File: config.mk
export PLATFORM = sky130hd
export DESIGN_NAME = txq_desc_engine
export DESIGN_NICKNAME = d
export VERILOG_FILES = /design/src/rtl/txq_pkg.sv /design/src/rtl/txq_byte_out.sv /design/src/rtl/txq_regs.sv /design/src/rtl/txq_walker.sv /design/src/rtl/txq_desc_engine.sv
export SDC_FILE = /design/constraint.sdc
export NUM_CORES = 1
export LEC_CHECK = 0
export BUFFER_PORTS_ARGS = -buffer_cell sky130_fd_sc_hd__buf_2
export CAP_MARGIN = 20
export CORE_ASPECT_RATIO = 1.4
export CORE_MARGIN = 2
export CORE_UTILIZATION = 40
export CTS_CLUSTER_DIAMETER = 120
export CTS_CLUSTER_SIZE = 16
export DETAILED_ROUTE_END_ITERATION = 6
export PLACE_DENSITY = 0.57
export SYNTH_ARGS = -nofsm -noshare
export SYNTH_HDL_FRONTEND = slang
export SYNTH_SLANG_ARGS = --single-unit
File: constraint.sdc
create_clock -name clk -period 3.9 [get_ports clk]
set_input_delay 0.39 -clock clk [delete_from_list [all_inputs] [get_ports clk]]
set_output_delay 0.39 -clock clk [all_outputs]
set_load 0.01 [all_outputs]
File: src/rtl/txq_pkg.sv
package txq_pkg;
  localparam int REG_AW = 3;
  localparam int REG_DW = 32;

  localparam logic [REG_AW-1:0] RA_START = 3'd0;
  localparam logic [REG_AW-1:0] RA_CTRL  = 3'd1;
  localparam logic [REG_AW-1:0] RA_CUR   = 3'd2;
  localparam logic [REG_AW-1:0] RA_ISTAT = 3'd3;
  localparam logic [REG_AW-1:0] RA_IEN   = 3'd4;
  localparam logic [REG_AW-1:0] RA_CFG   = 3'd5;

  // descriptor word offsets in bytes
  localparam int OFF_NEXT = 4;
  localparam int OFF_BUF  = 8;
  localparam int OFF_LEN  = 12;

  // flag bit positions in the first descriptor word
  localparam int F_OWN  = 0;
  localparam int F_SKIP = 2;
  localparam int F_EMPT = 6;
  localparam int F_IRQ  = 7;

  typedef enum logic [3:0] {
    ST_IDLE, ST_RD0, ST_RD1, ST_RD2, ST_RD3,
    ST_DRD, ST_DWAIT, ST_ZLD, ST_WR3, ST_WR0, ST_PARK
  } walk_st_e;
endpackage

File: src/rtl/txq_byte_out.sv
module txq_byte_out #(
  parameter int DW = 32,
  localparam int NB = DW / 8,
  localparam int NBW = $clog2(NB + 1)
) (
  input  logic           clk,
  input  logic           rst,
  input  logic           flush,
  input  logic           load,
  input  logic [DW-1:0]  word,
  input  logic [NBW-1:0] nbytes,
  input  logic           last,
  input  logic           out_ready,
  output logic [7:0]     out_data,
  output logic           out_valid,
  output logic           out_last,
  output logic           out_empty,
  output logic           idle
);
  logic [DW-1:0]  word_q;
  logic [NBW-1:0] cnt_q;
  logic           last_q, empty_q, vld_q;
  logic           final_beat;

  assign final_beat = empty_q || (cnt_q == NBW'(1));

  always_ff @(posedge clk) begin
    if (rst || flush) begin
      word_q  <= '0;
      cnt_q   <= '0;
      last_q  <= 1'b0;
      empty_q <= 1'b0;
      vld_q   <= 1'b0;
    end else if (load) begin
      word_q  <= word;
      cnt_q   <= nbytes;
      last_q  <= last;
      empty_q <= (nbytes == '0);
      vld_q   <= 1'b1;
    end else if (vld_q && out_ready) begin
      if (final_beat) begin
        vld_q <= 1'b0;
      end else begin
        word_q <= word_q >> 8;
        cnt_q  <= cnt_q - NBW'(1);
      end
    end
  end

  assign out_data  = empty_q ? 8'h00 : word_q[7:0];
  assign out_valid = vld_q;
  assign out_last  = vld_q && last_q && final_beat;
  assign out_empty = vld_q && empty_q;
  assign idle      = !vld_q;

  AST_HOLD_STALLED: assert property (@(posedge clk) disable iff (rst)
    (out_valid && !out_ready && !flush && !load) |=>
      (out_valid && $stable(out_data) && $stable(out_last)));
endmodule

File: src/rtl/txq_regs.sv
module txq_regs
  import txq_pkg::*;
#(
  parameter int AW = 32
) (
  input  logic              clk,
  input  logic              rst,
  input  logic              reg_we,
  input  logic [REG_AW-1:0] reg_addr,
  input  logic [REG_DW-1:0] reg_wdata,
  output logic [REG_DW-1:0] reg_rdata,
  output logic              irq,
  input  logic [AW-1:0]     cur_ptr,
  input  logic              active,
  input  logic              parked,
  input  logic              done_set,
  input  logic              lenerr_set,
  output logic [AW-1:0]     start_addr,
  output logic              zlp_en,
  output logic              cmd_start,
  output logic              cmd_stop,
  output logic              cmd_resume
);
  logic [AW-1:0] start_q;
  logic [1:0]    istat_q, ien_q, w1c;
  logic          cfg_q;
  logic          ctrl_wr;

  assign ctrl_wr    = reg_we && (reg_addr == RA_CTRL);
  assign cmd_stop   = ctrl_wr && reg_wdata[1];
  assign cmd_start  = ctrl_wr && reg_wdata[0] && !reg_wdata[1];
  assign cmd_resume = ctrl_wr && reg_wdata[2] && !reg_wdata[1];
  assign w1c        = (reg_we && reg_addr == RA_ISTAT) ? reg_wdata[1:0] : 2'b00;
  assign start_addr = start_q;
  assign zlp_en     = cfg_q;

  always_ff @(posedge clk) begin
    if (rst) begin
      start_q   <= '0;
      istat_q   <= '0;
      ien_q     <= '0;
      cfg_q     <= 1'b0;
      irq       <= 1'b0;
      reg_rdata <= '0;
    end else begin
      if (reg_we && reg_addr == RA_START) start_q <= reg_wdata[AW-1:0];
      if (reg_we && reg_addr == RA_IEN)   ien_q   <= reg_wdata[1:0];
      if (reg_we && reg_addr == RA_CFG)   cfg_q   <= reg_wdata[0];
      istat_q <= (istat_q & ~w1c) | {lenerr_set, done_set};
      irq     <= |(istat_q & ien_q);
      case (reg_addr)
        RA_START: reg_rdata <= REG_DW'(start_q);
        RA_CTRL:  reg_rdata <= REG_DW'({parked, active});
        RA_CUR:   reg_rdata <= REG_DW'(cur_ptr);
        RA_ISTAT: reg_rdata <= REG_DW'(istat_q);
        RA_IEN:   reg_rdata <= REG_DW'(ien_q);
        RA_CFG:   reg_rdata <= REG_DW'(cfg_q);
        default:  reg_rdata <= '0;
      endcase
    end
  end

  AST_DONE_W1C: assert property (@(posedge clk) disable iff (rst)
    (reg_we && reg_addr == RA_ISTAT && reg_wdata[0] && !done_set) |=> !istat_q[0]);
endmodule

File: src/rtl/txq_walker.sv
module txq_walker
  import txq_pkg::*;
#(
  parameter int AW = 32,
  parameter int DW = 32,
  parameter int LENW = 16,
  localparam int NB = DW / 8,
  localparam int NBW = $clog2(NB + 1)
) (
  input  logic           clk,
  input  logic           rst,
  input  logic           cmd_start,
  input  logic           cmd_stop,
  input  logic           cmd_resume,
  input  logic [AW-1:0]  start_addr,
  input  logic           zlp_en,
  output logic           mem_req,
  output logic           mem_we,
  output logic [AW-1:0]  mem_addr,
  output logic [DW-1:0]  mem_wdata,
  input  logic           mem_ack,
  input  logic [DW-1:0]  mem_rdata,
  input  logic           ser_idle,
  output logic           ser_load,
  output logic [DW-1:0]  ser_word,
  output logic [NBW-1:0] ser_nbytes,
  output logic           ser_last,
  output logic [AW-1:0]  cur_ptr,
  output logic           active,
  output logic           parked,
  output logic           done_set,
  output logic           lenerr_set
);
  walk_st_e       state_q;
  logic [AW-1:0]  cur_q, next_q, buf_q, baddr_q;
  logic [DW-1:0]  w0_q, w3_q;
  logic [LENW-1:0] rem_q, cnt_q, rd_len;
  logic [NBW-1:0] chunk;
  logic           len_zero, empty_ok;

  assign rd_len   = mem_rdata[LENW-1:0];
  assign len_zero = (rd_len == '0);
  assign empty_ok = zlp_en && w0_q[F_EMPT];
  assign chunk    = (rem_q >= LENW'(NB)) ? NBW'(NB) : NBW'(rem_q);

  always_ff @(posedge clk) begin
    if (rst) begin
      state_q <= ST_IDLE;
      cur_q   <= '0;
      next_q  <= '0;
      buf_q   <= '0;
      baddr_q <= '0;
      w0_q    <= '0;
      w3_q    <= '0;
      rem_q   <= '0;
      cnt_q   <= '0;
    end else if (cmd_stop) begin
      state_q <= ST_IDLE;
    end else begin
      case (state_q)
        ST_IDLE: if (cmd_start) begin
          cur_q   <= start_addr;
          state_q <= ST_RD0;
        end
        ST_RD0: if (mem_ack) begin
          w0_q    <= mem_rdata;
          state_q <= mem_rdata[F_OWN] ? ST_RD1 : ST_PARK;
        end
        ST_RD1: if (mem_ack) begin
          next_q  <= mem_rdata[AW-1:0];
          state_q <= ST_RD2;
        end
        ST_RD2: if (mem_ack) begin
          buf_q   <= mem_rdata[AW-1:0];
          state_q <= ST_RD3;
        end
        ST_RD3: if (mem_ack) begin
          w3_q <= mem_rdata;
          if (w0_q[F_SKIP]) begin
            cnt_q   <= '0;
            state_q <= ST_WR3;
          end else if (len_zero) begin
            cnt_q   <= '0;
            rem_q   <= '0;
            state_q <= empty_ok ? ST_ZLD : ST_PARK;
          end else begin
            cnt_q   <= rd_len;
            rem_q   <= rd_len;
            baddr_q <= buf_q & ~AW'(NB - 1);
            state_q <= ST_DRD;
          end
        end
        ST_DRD: if (mem_ack) begin
          rem_q   <= rem_q - LENW'(chunk);
          baddr_q <= baddr_q + AW'(NB);
          state_q <= ST_DWAIT;
        end
        ST_ZLD: state_q <= ST_DWAIT;
        ST_DWAIT: if (ser_idle) state_q <= (rem_q == '0) ? ST_WR3 : ST_DRD;
        ST_WR3: if (mem_ack) state_q <= ST_WR0;
        ST_WR0: if (mem_ack) begin
          cur_q   <= next_q;
          state_q <= ST_RD0;
        end
        ST_PARK: if (cmd_resume) state_q <= ST_RD0;
        default: state_q <= ST_IDLE;
      endcase
    end
  end

  always_comb begin
    mem_req   = 1'b1;
    mem_we    = 1'b0;
    mem_addr  = cur_q;
    mem_wdata = '0;
    case (state_q)
      ST_RD0: mem_addr = cur_q;
      ST_RD1: mem_addr = cur_q + AW'(OFF_NEXT);
      ST_RD2: mem_addr = cur_q + AW'(OFF_BUF);
      ST_RD3: mem_addr = cur_q + AW'(OFF_LEN);
      ST_DRD: mem_addr = baddr_q;
      ST_WR3: begin
        mem_we    = 1'b1;
        mem_addr  = cur_q + AW'(OFF_LEN);
        mem_wdata = {w3_q[DW-1:LENW], cnt_q};
      end
      ST_WR0: begin
        mem_we    = 1'b1;
        mem_wdata = w0_q & ~(DW'(1) << F_OWN);
      end
      default: mem_req = 1'b0;
    endcase
  end

  always_comb begin
    ser_word   = mem_rdata;
    ser_nbytes = chunk;
    ser_last   = (rem_q <= LENW'(NB));
    ser_load   = (state_q == ST_DRD) && mem_ack && !cmd_stop;
    if (state_q == ST_ZLD && !cmd_stop) begin
      ser_load   = 1'b1;
      ser_nbytes = '0;
      ser_last   = 1'b1;
    end
  end

  assign cur_ptr    = cur_q;
  assign active     = (state_q != ST_IDLE);
  assign parked     = (state_q == ST_PARK);
  assign done_set   = (state_q == ST_WR0) && mem_ack && w0_q[F_IRQ] && !cmd_stop;
  assign lenerr_set = (state_q == ST_RD3) && mem_ack && !w0_q[F_SKIP] &&
                      len_zero && !empty_ok && !cmd_stop;

  AST_STOP_GOES_IDLE: assert property (@(posedge clk) disable iff (rst)
    cmd_stop |=> (state_q == ST_IDLE));
  AST_PARK_HOLDS_PTR: assert property (@(posedge clk) disable iff (rst)
    (state_q == ST_PARK) |=> $stable(cur_q));
  AST_LENERR_PARKS: assert property (@(posedge clk) disable iff (rst)
    lenerr_set |=> (state_q == ST_PARK));
  AST_START_LOADS: assert property (@(posedge clk) disable iff (rst)
    (state_q == ST_IDLE && cmd_start && !cmd_stop) |=> (cur_q == $past(start_addr)));
endmodule

File: src/rtl/txq_desc_engine.sv
module txq_desc_engine
  import txq_pkg::*;
#(
  parameter int AW = 32,
  parameter int DW = 32,
  parameter int LENW = 16
) (
  input  logic              clk,
  input  logic              rst,
  input  logic              reg_we,
  input  logic [REG_AW-1:0] reg_addr,
  input  logic [REG_DW-1:0] reg_wdata,
  output logic [REG_DW-1:0] reg_rdata,
  output logic              irq,
  output logic              mem_req,
  output logic              mem_we,
  output logic [AW-1:0]     mem_addr,
  output logic [DW-1:0]     mem_wdata,
  input  logic              mem_ack,
  input  logic [DW-1:0]     mem_rdata,
  output logic [7:0]        out_data,
  output logic              out_valid,
  input  logic              out_ready,
  output logic              out_last,
  output logic              out_empty
);
  localparam int NBW = $clog2(DW / 8 + 1);

  logic [AW-1:0]  start_addr, cur_ptr;
  logic           zlp_en, cmd_start, cmd_stop, cmd_resume;
  logic           active, parked, done_set, lenerr_set;
  logic           ser_idle, ser_load, ser_last;
  logic [DW-1:0]  ser_word;
  logic [NBW-1:0] ser_nbytes;

  txq_regs #(.AW(AW)) u_regs (
    .clk(clk), .rst(rst),
    .reg_we(reg_we), .reg_addr(reg_addr), .reg_wdata(reg_wdata), .reg_rdata(reg_rdata),
    .irq(irq), .cur_ptr(cur_ptr), .active(active), .parked(parked),
    .done_set(done_set), .lenerr_set(lenerr_set),
    .start_addr(start_addr), .zlp_en(zlp_en),
    .cmd_start(cmd_start), .cmd_stop(cmd_stop), .cmd_resume(cmd_resume)
  );

  txq_walker #(.AW(AW), .DW(DW), .LENW(LENW)) u_walker (
    .clk(clk), .rst(rst),
    .cmd_start(cmd_start), .cmd_stop(cmd_stop), .cmd_resume(cmd_resume),
    .start_addr(start_addr), .zlp_en(zlp_en),
    .mem_req(mem_req), .mem_we(mem_we), .mem_addr(mem_addr), .mem_wdata(mem_wdata),
    .mem_ack(mem_ack), .mem_rdata(mem_rdata),
    .ser_idle(ser_idle), .ser_load(ser_load), .ser_word(ser_word),
    .ser_nbytes(ser_nbytes), .ser_last(ser_last),
    .cur_ptr(cur_ptr), .active(active), .parked(parked),
    .done_set(done_set), .lenerr_set(lenerr_set)
  );

  txq_byte_out #(.DW(DW)) u_bytes (
    .clk(clk), .rst(rst), .flush(cmd_stop),
    .load(ser_load), .word(ser_word), .nbytes(ser_nbytes), .last(ser_last),
    .out_ready(out_ready), .out_data(out_data), .out_valid(out_valid),
    .out_last(out_last), .out_empty(out_empty), .idle(ser_idle)
  );
endmodule

; ---- After elaboration in Yosys (flattened, before gate mapping)
; Index checks and enable logic that the tools add are counted.
[totals]
regBits = 336
out_inout_bits = 110
latch_bits = 0
inputBits = 72
ramBits = 0
n_memories = 0
word_cells = 169
mem_bits_ro = 0
[op_classes]
mul = 0
shifts = 0
magnitude_cmp = 2
n_mux = 50
bitwise_logic = 5
n_reduce_logical = 57
eq_ne = 29
n_addsub = 6
div_mod_pow = 0
[op_table]
columns = operator, n
row1 = $mux 32, 9
row2 = $pmux 32 s2, 3
row3 = $pmux 32 s6, 1
row4 = $pmux 32 s4, 1
row5 = $mux 16, 5
row6 = $add 32x3->32 const B, 2
row7 = $add 32x4->32 const B, 2
row8 = $mux 4, 15
row9 = $pmux 4 s11, 1
row10 = $logic_not 16->1, 2
row11 = $pmux 16 s2, 1
row12 = $logic_and 1x1->1, 26
row13 = $ne 2x2->1 const B, 13
row14 = $eq 4x3->1 const B, 4
row15 = $ge 16x3->1 const B, 1
row16 = $le 16x3->1 const B, 1
row17 = $sub 16x3->16, 1
row18 = $mux 3, 5
row19 = $eq 4x4->1 const B, 3
row20 = $reduce_and 3->1, 4
row21 = $reduce_and 10->1, 1
row22 = $eq 4x2->1 const B, 2
row23 = $mux 8, 1
row24 = $reduce_bool 2->1, 4
row25 = 22 further kinds, 41

; ---- Longest topological paths before layout
; Gate-level depths: netlist of run 1.
[depth]
ltp_word = 8
ltp_mapped = 12

; ---- By module
; From an unflattened synthesis of run 1, not the netlist that was laid out.
[unflattened]
cells_unflattened = 2073
area_unflattened_um2 = 16024.1
[modules_own_cells]
columns = mod, n_inst, seq_area_each_um2, cells_per_inst, area_per_inst_um2
row1 = txq_walker, 1, 4144.0, 1560, 11723.7
row2 = txq_regs, 1, 1401.3, 293, 2583.7
row3 = txq_byte_out, 1, 760.7, 220, 1716.6

; ---- Worst setup path after synthesis of run 1
; Ideal clock, no wire load.
[synth_timing]
kind = register to output
start = register u_walker.state_q[3]
end = output mem_addr[22]
t_arrival_ns = 2.814
required_ns = 3.510
path_slack_ns = 0.696
path_stages_with_launch = 11
path_cell_list = dfxtp_1 > buf_2 > buf_1 > nand2_1 > o21ai_0 > inv_1 > fa_1 > or3_1 > nor3_2 > o211ai_1 > a221o_1
[synth_between]
elab_chain_len = 3
[synth_lines]
columns = element, line_no
row1 = from (decl), txq_walker.sv:34  ; walk_st_e state_q;
row2 = from (signal assigned), txq_walker.sv:67  ; state_q <= mem_rdata[F_OWN] ? ST_RD1 : ST_PARK;
row3 = from (signal assigned), txq_walker.sv:85  ; state_q <= empty_ok ? ST_ZLD : ST_PARK;
row4 = from (signal assigned), txq_walker.sv:99  ; ST_DWAIT: if (ser_idle) state_q <= (rem_q == '0) ? ST_WR3 : ST_DRD;
row5 = $eq 4x4->1 or $eq 4x3->1 (tied branches), txq_walker.sv:116  ; case (state_q)
row6 = $reduce_or 2->1 (no line), --
row7 = $pmux 32 s4 (*), txq_walker.sv:116
row8 = to (decl), txq_desc_engine.sv:17  ; output logic [AW-1:0] mem_addr,
; Mark *: on every way between the ends. The rest lies on a longest branch, timed or not.

; ---- Worst setup path after layout of run 1
[layout_timing]
start = register u_walker.state_q[3]
end = output mem_addr[16]
; The elaborated chain is that of the path after synthesis.

==> impl_metrics.yaml, run 1 <==
power:
  seqPwrFrac_pct: 53.4
  p_int_mw: 4.53
  power_switching_mw: 1.68
  p_comb_share_pct: 11.5
  netSwitchingFraction_pct: 27.1
  ir_drop_mv: 0.267
  power.total_mw: 6.22
  p_leak_nw: 6.49
  power_density_nw_per_um2: 344
  p_clk_share_pct: 35.1
timing:
  setup_viol: 0
  fmax_mhz: 265
  slew_viol_final: 0
  worst_slew_pin_slew_ns: 1.03
  finalCriticalPeriod_ns: 3.77
  finalHoldViolations: 0
  worst_slack_ns: 0.130
  period_share_pct: 96.7
  clock-skew-final_ns: 0.0203
  relSlewSlack_pct: 31.2
cts:
  cts_buffers: 23
  cts_sinks: 315
  htreeDepth: 1
  cts_root_buffer: "clkbuf_16"
  cts.path.max_buffers: 3
  clock_latency_ns: 0.54
  cts_tree: "yes"
  clkTransAtPathRegs_ns: 0.08
synthesis:
  synthFlopType: "dfxtp_1"
  synthDistinctLibCells: 94
  synthTopCellsByArea: "dfxtp_1, nand2_1, a21oi_1, mux2i_1, nor2_1"
  ys_ff_latch: 315
  yosysTopAreaCell: "dfxtp_1"
  yosys_warnings: 0
  post_synth.cell_area_avg_sq_um: 7.90
  yosysSeqAreaShare_pct: 38.8
  synthesis.nets: 2138
  synth-edff-count: 0
  synth_area_sq_um: 16300
  synth_top_area_share_pct: 38.8
  async_flop_share_pct: 0
  netlist_instances: 2059
layout:
  final_cell_area_sq_um: 18100
  nNetsFinal: 2210
  utilization_pct: 45.0
  final_common_cell: "nand2_1"
  final_cell_mix: "nand2_1, dfxtp_1, a21oi_1"
  nFillCells: 4018
  synthToLayoutAreaGrowth_pct: 11.2
  layout-drive-gt1-share_pct: 15.8
  diodes: 0
global_route:
  antenna_found_initial: 0
  grt_pass1_wl_um: 86400
  grt_pass1_vias: 14810
  grt.overflow.total: 0
  grt_max_degree: 168
  grt_usage_pct: 25.5
routing:
  vias_per_cell: 5.89
  drc: 0
  firstDrtPassIters: 5
  wirelength_um: 55600
  drt_iter0_drc: 1468
  num_vias: 15694
  drt.antenna.violating_nets: 0
  wl_per_cell_um: 20.9
worst_setup_path:
  r2r_setup_slack_ns: 1.06
  worstPathArrival_ns: 3.38
  setup.worst_path.start_class: "register"
  required_ns: 3.51
  crit_type: "register to primary output"
  endpoint_kind: "primary output"
  timing.rr.end: "u_walker.baddr_q[17]"
  reg2reg_from: "u_walker.w0_q[2]"
  reg2regPathDepth: 5
  path_max_fanout: 6
die:
  die_h_um: 243
  die_x_um: 174
  initial_utilization_pct: 40.5
  std_cell_rows: 87
  die_area_sq_um: 42300
  ios: 182
  core_sq_um: 40200
worst_hold_path:
  worstHoldStart: "reg_wdata[13]"
  min_path_type: "input port to register"
  min_to: "u_regs.start_addr[13]"
  whs_path_depth: 3
placed_design:
  postPlaceCellArea_sq_um: 17400
  place_ws_ns: 0.309
  port_buffers: 181
  place_congestion: 0.931
  hpwlAfterDp_um: 38300
status:
  status: "completed"
job:
  cap_violations: 0
routing by layer:
| metal | wire length, um | global-route usage (%) | up-vias |
|---|---|---|---|
| met2 | 26900 | 43.6 | 553 |
| met1 | 24100 | 33.6 | 7528 |
| met3 | 3050 | 2.62 | 92 |
| met5 | 0 | 0 | - |
| li1 | - | - | 7521 |
| met4 | 1550 | 7.79 | 0 |
worst max path at each step:
stage | slack, ns | cells after the start | to | startpoint
after global routing | -0.0009 | 10 | mem_addr[20] | u_walker.state_q[3]
after global placement | 0.38 | 9 | mem_addr[22] | u_walker.state_q[2]
after floorplan | 0.70 | 10 | mem_addr[22] | u_walker.state_q[3]
after detailed placement | 0.31 | 10 | mem_addr[22] | u_walker.state_q[3]
final | 0.13 | 10 | mem_addr[16] | u_walker.state_q[3]
after CTS | 0.003 | 9 | mem_addr[22] | u_walker.state_q[2]
cell usage after synthesis (all sizes together) (27+ instances only):
library cell	instances
nand2	408
dfxtp	315
a21oi	229
nor2	165
clkbuf	102
buf	83
o21ai	68
a211oi	67
mux2i	65
nand3	58
a22oi	41
nand4	36
a31oi	34
a22o	33
and3	28
nor3	28
inv	27
per-stage QoR:
| stage | hold slack [ns] | TNS (ns) | instances |
|---|---|---|---|
| final | 0.0787 | 0 | 2664 |
| after floorplan | 0.432 | 0 | 2059 |
| after CTS | 0.0572 | 0 | 2663 |
| after detailed placement | 0.445 | 0 | 2637 |
| after global placement | 0.438 | 0 | 2637 |
| after global routing | 0.0753 | -0.000862 | 2664 |
repair_timing:
item / 4_1_cts / 5_1_grt
gates resized for setup: 4 / 4
pin swaps: 1 / 1
buffers inserted: 2 / 1
endpoints found under the setup margin: 7 / 11
hold buffers: 0 / 0
power by group through the flow:
stage / logic [mW] / clock network (mW) / registers [mW]
final: 0.714 / 2.18 / 3.32
after global routing: 0.771 / 2.36 / 3.33
after CTS: 0.709 / 2.25 / 3.32
after detailed placement: 0.705 / 0 / 3.40
after global placement: 0.697 / 0 / 3.40
after floorplan: 0.452 / 0 / 3.38
sequential cells by signal, indices dropped and copies added (netlist names), 2 cells and up:
signal / flops
u_walker.state_q: 4
u_bytes.word_q: 32
u_walker.rem_q: 16
u_walker.cur_ptr: 32
u_walker.w0_q: 31
u_walker.baddr_q: 30
u_bytes.cnt_q: 3
u_regs.start_addr: 32
u_walker.cnt_q: 16
u_walker.w3_q: 16
u_regs.ien_q: 2
u_walker.next_q: 32
u_regs.reg_rdata: 32
u_regs.istat_q: 2
u_walker.buf_q: 30
worst max-delay path, cell delays in order, from the launching register on:
cell	delay, ns
dfxtp_1	0.32
or4b_4	0.60
o21ai_2	0.13
inv_1	0.09
fa_2	0.40
or3_4	0.45
nor3_4	0.26
buf_4	0.15
nor2_1	0.03
o311ai_1	0.23
buf_2	0.18
final cells by class:
cell class | instances | area, sq um | share of cell area (%)
clock buffer | 23 | 576 | 3.18
inverter | 27 | 101 | 0.561
sequential | 315 | 6310 | 34.9
timing repair buffer | 232 | 1310 | 7.25
clock inverter | 1 | 7.51 | 0.0415
tap | 534 | 668 | 3.70
multi-input combinational | 1532 | 9110 | 50.4
cell families (layout without fill, tap and decap cells):
kind of cell / Yosys count / count (layout) / synth area share [%]
simple gates: 842 / 842 / 24.5
compound gates: 602 / 602 / 25.3
flops: 315 / 315 / 38.8
buf+inv: 212 / 283 / 5.89
mux: 67 / 67 / 4.21
xor+xnor: 13 / 13 / 0.700
fa+ha+maj: 7 / 7 / 0.585
other cells: 1 / 1 / 0.0231
Note: power is estimated with default switching activity, not from simulation.
==> run 2, diff against run 1 <==
SYNTH_HIERARCHICAL = 1   (was not set)
==> impl_metrics.yaml, run 2 <==
status:
  status: "completed"
synthesis:
  synth_top_area_share_pct: 39.4
  yosys_warnings: 6
  yosysMostFrequentCell: "nand2_1"
  netlist_instances: 2073
  synthTopCellsByArea: "dfxtp_1, nand2_1, a21oi_1, nor2_1, mux2i_1"
  synthesis.nets: 2152
  synth_area_sq_um: 16000
  synthFlopType: "dfxtp_1"
  post_synth.cell_area_avg_sq_um: 7.73
  yosysSeqAreaShare_pct: 39.4
  async_flop_share_pct: 0
  synth-edff-count: 0
  ys_ff_latch: 315
  ys_top_cells_by_count: "nand2_1, dfxtp_1, a21oi_1, nor2_1, clkbuf_1"
  yosysTopAreaCell: "dfxtp_1"
  synthDistinctLibCells: 94
power:
  power_switching_mw: 3.63
  p_clk_share_pct: 24.2
  ir_drop_mv: 0.382
  netSwitchingFraction_pct: 39.2
  seqPwrFrac_pct: 42.8
  p_int_mw: 5.62
  power_density_nw_per_um2: 520
  p_leak_nw: 6.10
  p_comb_share_pct: 33.0
worst_setup_path:
  slowest_stage: "or4b_4"
  timing.critical_path.cells: "or4b_4, nand2_2, inv_1, fa_2, nand2b_4, or2_4, o31ai_4, buf_4, nand4_1, o211ai_1, buf_2"
  worstPathArrival_ns: 3.36
  path_buf_inv: 3
  path_max_fanout: 6
  setup.worst_path.start_class: "register"
  required_ns: 3.51
  worst_path_dominant_cell_family: "simple AND/OR/NAND/NOR gates"
  r2r_setup_slack_ns: 1.09
  max_stage_delay_ns: 0.55
  endpoint_kind: "primary output"
  crit_type: "register to primary output"
routing:
  drc: 0
  drt_iter0_drc: 1508
  firstDrtPassIters: 6
  vias_per_cell: 5.90
  wirelength_um: 59500
  drt.antenna.violating_nets: 0
  num_vias: 15647
  wl_per_cell_um: 22.4
global_route:
  grt_max_degree: 104
  grt_usage_pct: 27.4
  grt_pass1_wl_um: 89000
  grt.overflow.total: 0
  antenna_found_initial: 1
  grt_pass1_vias: 14429
die:
  initial_utilization_pct: 40.6
  core_sq_um: 39500
  std_cell_rows: 86
  die_x_um: 173
  ios: 182
  die_area_sq_um: 41700
  die_h_um: 241
timing:
  finalCriticalPeriod_ns: 3.75
  clock-skew-final_ns: 0.0216
  fmax_mhz: 267
  setup_tns_ns: 0
  rsz0062_at_grt: "false"
  period_share_pct: 96.1
  worst_slew_pin_slew_ns: 1.11
  slew_viol_final: 0
  finalHoldViolations: 0
  setup_viol: 0
  relSlewSlack_pct: 25.8
placed_design:
  place_congestion: 0.922
  hpwlAfterDp_um: 41300
  port_buffers: 181
cts:
  clkTransAtPathRegs_ns: 0.08
  cts.path.max_buffers: 3
  cts_sinks: 315
  cts_tree: "yes"
  htreeDepth: 1
  clock_latency_ns: 0.56
  cts_buffers: 23
  cts_root_buffer: "clkbuf_16"
layout:
  final_common_cell: "nand2_1"
  layout-drive-gt1-share_pct: 14.6
  final_cell_mix: "nand2_1, dfxtp_1, a21oi_1"
  utilization_pct: 45.0
  multi_input_area_sq_um: 8660
  nFillCells: 4092
  synthToLayoutAreaGrowth_pct: 10.9
  nNetsFinal: 2203
  regArea_sq_um: 6310
job:
  cap_violations: 0
worst_hold_path:
  min_path_type: "input port to register"
==> run 2: cell types whose count changed in the layout (fill, tap and decap cells not counted), sizes merged, moves of 12 or more <==
cell    change
nor4       +30
nor3b      +12
and3       -16
mux2i      -20
o211ai     -12
o21ai      -22
nor3       +47
a31oi      -15
a211oi     -25
==> run 2: tightest hold or removal path, stage by stage <==
cell and delay (ns):
buf_2 0.09, nand2_1 0.05, a21oi_1 0.05
==> run 2: logic make-up (layout without fill, tap and decap cells) <==
logic type               Yosys count  after routing  synth area share, %
adder cells (fa/ha/maj)            7              7                0.593
other                              1              2               0.0234
AO/OA/AOI/OAI                    541            541                 22.0
AND/OR/NAND/NOR                  904            904                 26.9
buffers and inverters            246            297                 7.45
flip-flops                       315            315                 39.4
XOR/XNOR                          13             13                0.711
multiplexers                      46             46                 2.88
==> run 2: area by class of cell <==
cell class,instances,area share [%]
Antenna cell,1,0.0141
Timing Repair Buffer,237,7.93
Clock inverter,2,0.155
Multi-Input combinational cell,1512,48.7
Tap cell,528,3.72
Clock buffer,23,3.24
Sequential cell,315,35.5
Inverter,35,0.739
==> run 2: worst paths after layout <==
check / cells past startpoint / start / endpoint
setup / recovery: 11 / u_walker/state_q[0] / mem_addr[30]
hold / removal: 3 / reg_wdata[22] / u_regs/start_addr[22]
setup reg to reg: 6 / u_walker/state_q[2] / u_walker/rem_q[7]
hold reg to reg: 2 / u_walker/w0_q[27] / u_walker/w0_q[27]
==> run 2: metrics by stage <==
step	instance area [sq um]	total power, mW	hold slack, ns	setup slack, ns	cells
after global routing	17800	9.69	0.0518	0.0170	2652
after floorplan	16000	5.85	0.432	0.524	2073
after CTS	17600	9.23	0.0379	0.0296	2647
final	17800	9.25	0.0642	0.152	2653
after global placement	17000	6.96	0.441	0.301	2619
after detailed placement	17000	6.99	0.447	0.271	2619
==> run 2: power by group through the flow <==
stage / Sequential [mW] / Clock, mW / Combinational (mW)
2_1_floorplan: 3.72 / 0 / 2.13
3_3_place_gp: 4.02 / 0 / 2.94
3_5_place_dp: 4.03 / 0 / 2.96
4_1_cts: 3.95 / 2.29 / 2.98
5_1_grt: 3.99 / 2.40 / 3.30
6_report: 3.96 / 2.24 / 3.05
==> run 2: layer usage <==
metal  global-route usage, %  wire [um]  vias to the layer above
li1                        -          -                     7467
met1                    35.8      25600                     7500
met2                    45.5      28100                      580
met3                    2.93       2970                      100
met4                    12.8       2840                        0
met5                       0          0                        -
==> run 2: what timing repair did <==
item / in CTS / in global routing
pin swaps: 1 / 3
hold buffers: 0 / 0
endpoints found under the setup margin: 12 / 14
resized for setup: 7 / 6
buffers inserted: 3 / 2
